--- config.mk ---
export PLATFORM = sky130hd
export DESIGN_NAME = batt_link_ctrl
export DESIGN_NICKNAME = d
export VERILOG_FILES = /design/src/rtl/batt_link_pkg.sv /design/src/rtl/batt_link_hold_timer.sv /design/src/rtl/batt_link_fsm.sv /design/src/rtl/batt_link_ctrl.sv
export SDC_FILE = /design/constraint.sdc
export NUM_CORES = 1
export LEC_CHECK = 0
export BUFFER_PORTS_ARGS = -buffer_cell sky130_fd_sc_hd__buf_2
export CAP_MARGIN = 20
export CORE_AREA = 3 3 40 42
export CTS_CLUSTER_DIAMETER = 200
export DETAILED_ROUTE_END_ITERATION = 8
export DIE_AREA = 0 0 43 45
export PLACE_DENSITY_LB_ADDON = 0.05
export REMOVE_ABC_BUFFERS = 1
export SLEW_MARGIN = 0
export SYNTH_ARGS = -nofsm -noshare
export SYNTH_HDL_FRONTEND = slang
export SYNTH_SLANG_ARGS = --single-unit
--- constraint.sdc ---
create_clock -name clk_i -period 2.21 [get_ports clk_i]
set_clock_uncertainty 0.1 [all_clocks]
set_input_delay 0.442 -clock clk_i [delete_from_list [all_inputs] [get_ports clk_i]]
set_output_delay 0.442 -clock clk_i [all_outputs]
set_load 0.02 [all_outputs]
--- src/rtl/batt_link_pkg.sv ---
package batt_link_pkg;
  typedef enum logic {
    LINK_OFF = 1'b0,
    LINK_ON  = 1'b1
  } link_state_e;
endpackage

--- src/rtl/batt_link_hold_timer.sv ---
module batt_link_hold_timer #(
  parameter int unsigned HOLD_TICKS = 2000
) (
  input  logic clk_i,
  input  logic rst_ni,
  input  logic arm_i,
  input  logic tick_i,
  output logic done_o
);
  localparam int unsigned CW = $clog2(HOLD_TICKS + 1);
  localparam logic [CW-1:0] LAST = CW'(HOLD_TICKS - 1);

  logic [CW-1:0] cnt_q;

  assign done_o = arm_i && tick_i && (cnt_q == LAST);

  // progress is lost whenever the request is not armed
  always_ff @(posedge clk_i or negedge rst_ni) begin
    if (!rst_ni)                cnt_q <= '0;
    else if (!arm_i || done_o)  cnt_q <= '0;
    else if (tick_i)            cnt_q <= cnt_q + 1'b1;
  end
endmodule

--- src/rtl/batt_link_fsm.sv ---
module batt_link_fsm
  import batt_link_pkg::*;
(
  input  logic clk_i,
  input  logic rst_ni,
  input  logic ctrl_i,
  input  logic supply_ok_i,
  input  logic done_i,
  output logic conn_o
);
  link_state_e state_q, state_d;

  always_comb begin
    state_d = state_q;
    if (!supply_ok_i) begin
      if (!ctrl_i)     state_d = LINK_OFF;
      else if (done_i) state_d = LINK_ON;
    end
  end

  always_ff @(posedge clk_i or negedge rst_ni) begin
    if (!rst_ni) state_q <= LINK_OFF;
    else         state_q <= state_d;
  end

  assign conn_o = (state_q == LINK_ON);
endmodule

--- src/rtl/batt_link_ctrl.sv ---
module batt_link_ctrl #(
  parameter int unsigned HOLD_TICKS = 2000
) (
  input  logic clk_i,
  input  logic rst_ni,
  input  logic ctrl_i,
  input  logic supply_ok_i,
  input  logic tick_i,
  output logic conn_o
);
  logic arm, done;

  // count only while a reconnect is actually pending
  assign arm = ctrl_i && !supply_ok_i && !conn_o;

  batt_link_hold_timer #(.HOLD_TICKS(HOLD_TICKS)) u_timer (
    .clk_i  (clk_i),
    .rst_ni (rst_ni),
    .arm_i  (arm),
    .tick_i (tick_i),
    .done_o (done)
  );

  batt_link_fsm u_fsm (
    .clk_i       (clk_i),
    .rst_ni      (rst_ni),
    .ctrl_i      (ctrl_i),
    .supply_ok_i (supply_ok_i),
    .done_i      (done),
    .conn_o      (conn_o)
  );
endmodule

==> results.md <==
- The run finished with clean final reports.
- The number of buffers and inverters on the critical path is 0.
- The remaining design rule violation count is 0.
- In this run the remaining antenna-violating nets after routing total 0.
- The number of buffers on the longest clock path is 2.
- In this run the register-to-register setup slack is 550 ps.
- The power density over the cells is 539.1 nW/µm².
- The required time of the critical path is 2310 ps.
- Measured along the x axis, the die boundary spans 43 µm.
- The xor-xnor portion of the synthesized cell area is 5.578%.
- The relative max-transition margin is 81.18%.
- Setup total negative slack on the finished layout was measured at 0 ps.
- The category of the worst setup path capture point is a flip-flop.
- Broken down by cell family, the worst path's largest delay share belongs to simple AND/OR/NAND/NOR gates.
- After detailed routing, the average wire length per cell comes to 13.81 µm.
- The initial core utilization is 48.88%.
- Post-CTS timing repair inserted 0 buffers for setup.
- In the final layout, the share of cells above drive strength 1 is 20.29%.
- Data on the critical path arrives at its endpoint at 1760 ps.
- The standard cell core area is 1285 µm².
- The total number of yosys warnings is 0.
- The global-route wire length before repair is 1980 µm.
- For this run, the post-layout net count is 77.
- CTS built an H-tree with a depth of 1.
- The highest net fanout along the worst path is 9.
- Buffers inserted during clock tree synthesis total 3.
- The finished cells cover 700.7 µm².
- Traced cell by cell, the critical path runs through ha_1 -> nand4_4 -> or4_1 -> a31oi_1.
- The cell area that synthesis handed to floorplanning was 628.1 µm².
- In this run, the number of DRC markers left after iteration 0 of detailed routing was 9.
- The pre-antenna-repair detailed-routing pass consisted of 4 iterations.
- After Yosys synthesis, and, or, nand and nor cells account for 26.49% of the synthesized area.
- Setup violations remaining at the end of the flow were counted as 0.
- Using the TritonRoute via totals, the vias-per-cell ratio works out to 5.940.
- The worst-case IR drop observed on VDD is 0.2164 mV.
- After clock tree synthesis, the flow added hold-fix buffers numbering 1.
- The total of max-cap violations is 0.
- The non-filler instance count after layout is 84.
- CTS placed an instance of sky130_fd_sc_hd__clkbuf_4 at the clock tree root.
- The TritonCTS clock tree is built.
- After clock tree synthesis, the clock-pin slew on the worst setup and hold paths is 70 ps.
- The adder-cell share of the synthesized area is 1.992%.
- The total congestion overflow is 0.
- The type of element launching the critical path is a flip-flop.
- At the pin with the least slew margin, the transition time is 281.5 ps.
- The slowest cell on the critical path is sky130_fd_sc_hd__or4_1.
- The number of inserted diodes is 0.
- The maximum number of pins on one net before global-route repair is 13.
- In the finished design, the share of the clock period the worst path needs comes to 75.26%.
- The number of sinks handled by clock tree synthesis is 12.
- The number of placement rows is 13.
- Relative to the synthesized area, the layout overhead comes to 11.55%.
- The congestion estimate from routability-driven global placement came to 0.7182.
- Timing would allow up to 0.6012 GHz.
- The final route contains 499 vias.
- The filler cells instantiated in the layout total 113.
- For this run, the total global-route usage over all layers was measured as 14.43%.
- The tightest hold path in the finished design has a slack of 322.0 ps.
- The final number of hold-violating endpoints is 0.
- Setup repair after global routing left no endpoint under its margin.
- Measured against the total synthesized area, the mux share comes to 1.594%.
- Summed over all cells, the static leakage comes to 0.0002889 µW.
- The count of buffers added on input and output ports is 5.
- The number of global-route vias before repair is 445.
- The die height is 45 µm.
- The complex-gate fraction of the synthesized area is 14.74%.
- The count of state elements after synthesis is 12.
- The instance area at placement is 668.1 µm².
- Including well taps, the total number of placed cells is 80.
- The clock reaches the later pin of the worst-skew pair after 270 ps.
- The worst setup path is of the reg -> reg kind.
- The mean instance size in the synthesized netlist is 10.47 µm².
- The share of the yosys chip area belonging to registers is 47.81%.
- The post-cts sizing count is 0.
- Setup slack closes at 546.7 ps.
- The full die area is 1935 µm².
- The final critical delay including setup and external delays is 1663 ps.
- The critical path's largest stage delay is 530 ps.
- In this run, distinct cell masters in the synthesized netlist total 25.
- The worst setup timing slack at the placement stage is 454.8 ps.
- The total count of max-transition violations in the final report is 0.
- The class of the tightest hold or removal check is in -> reg.
- The wire length after detailed routing is 1160 µm.
- By area, the combinational part of the netlist is dominated by simple AND/OR/NAND/NOR gates.
- The instance count of the mapped netlist is 60.
- The number of antenna violations at the first check in global routing was 0.
- The I/O pin count is 6.
[worst paths after layout]
check,start,end,cells past startpoint
min in group asynchronous,rst_ni,u_timer.cnt_q[7]$_DFFE_PN0P_,2
hold / removal,ctrl_i,u_fsm.conn_o$_DFFE_PN0P_,2
max in group asynchronous,rst_ni,u_timer.cnt_q[10]$_DFFE_PN0P_,2
setup / recovery,u_timer.cnt_q[0]$_DFFE_PN0P_,u_timer.cnt_q[10]$_DFFE_PN0P_,4
setup reg to reg,u_timer.cnt_q[0]$_DFFE_PN0P_,u_timer.cnt_q[10]$_DFFE_PN0P_,4
hold reg to reg,u_fsm.conn_o$_DFFE_PN0P_,u_fsm.conn_o$_DFFE_PN0P_,1
[sequential cells by signal (all words and copies together), names as in the netlist]
register,flops
u_fsm.conn_o,1
u_timer.cnt_q,11
[stage by stage]
| stage | util (%) | total power (µW) |
|---|---|---|
| after floorplan | - | 234.0 |
| after global placement | 52.00 | 247.4 |
| after detailed placement | 52.00 | 247.8 |
| after CTS | 54.53 | 386.4 |
| after global routing | 54.53 | 399.1 |
| final | 54.53 | 377.7 |
[cells in the final DEF, fill, tap and decap left out, types with 2 or more instances in the layout]
cell type | Yosys | layout
sky130_fd_sc_hd__or4_1 | 3 | 3
sky130_fd_sc_hd__or3_2 | 2 | 2
sky130_fd_sc_hd__clkbuf_4 | 0 | 3
sky130_fd_sc_hd__dfrtp_1 | 12 | 12
sky130_fd_sc_hd__nor2_1 | 5 | 5
sky130_fd_sc_hd__nand4_1 | 3 | 3
sky130_fd_sc_hd__nand2_1 | 5 | 5
sky130_fd_sc_hd__xor2_1 | 3 | 3
sky130_fd_sc_hd__a21oi_1 | 5 | 5
sky130_fd_sc_hd__o31ai_1 | 2 | 2
sky130_fd_sc_hd__buf_2 | 0 | 5
sky130_fd_sc_hd__o21ai_0 | 5 | 5
[routing by layer]
| layer | vias up | share of wire, % | global-route usage, % | wire, µm |
|---|---|---|---|---|
| li1 | 250 | - | - | - |
| met1 | 233 | 51 | 18.80 | 594 |
| met2 | 12 | 42 | 20.66 | 483 |
| met3 | 4 | 5.3 | 5.976 | 62 |
| met4 | 0 | 1.6 | 7.229 | 19 |
| met5 | - | 0 | 0 | 0 |
[report_power, final]
part / internal, µW / total (µW) / switching [µW] / leakage [µW]
registers: 221 / 222 / 1.14 / 0.000167
clock network: 63.1 / 133 / 70.2 / 0.0000138
logic: 9.41 / 22.7 / 13.2 / 0.000108
total: 293 / 378 / 84.6 / 0.000289
[logic make-up (layout without fill, tap and decap cells)]
logic type	after synthesis	after routing
buffers and inverters	1	10
XOR/XNOR	4	4
AO/OA/AOI/OAI	15	15
flip-flops	12	12
adder cells (fa/ha/maj)	1	1
AND/OR/NAND/NOR	26	26
multiplexers	1	1
[cells in the mapped netlist (all sizes together)]
library cell,n,area (µm²)
o31ai,3,27.52
a31oi,1,6.260
nor3b,1,7.510
o22a,1,8.760
o21ai,5,25.02
nand4,4,40.04
a21oi,5,25.02
nor4,1,6.260
nand2,5,18.77
buf,1,11.26
xnor2,1,8.760
dfrtp,12,300.3
nor2b,1,6.260
or3b,2,17.52
xor2,3,26.28
mux2i,1,10.01
or4,3,22.52
or3,3,21.27
nor2,5,18.77
ha,1,12.51
and2b,1,7.510
[layout make-up]
type	count	area [µm²]	share of cell area (%)
sequential	12	300.3	42.86
multi-input combinational	47	316.6	45.18
clock buffer	3	22.52	3.214
tap	15	18.77	2.679
timing repair buffer	7	42.54	6.071
(Power assumes the default switching activity.)
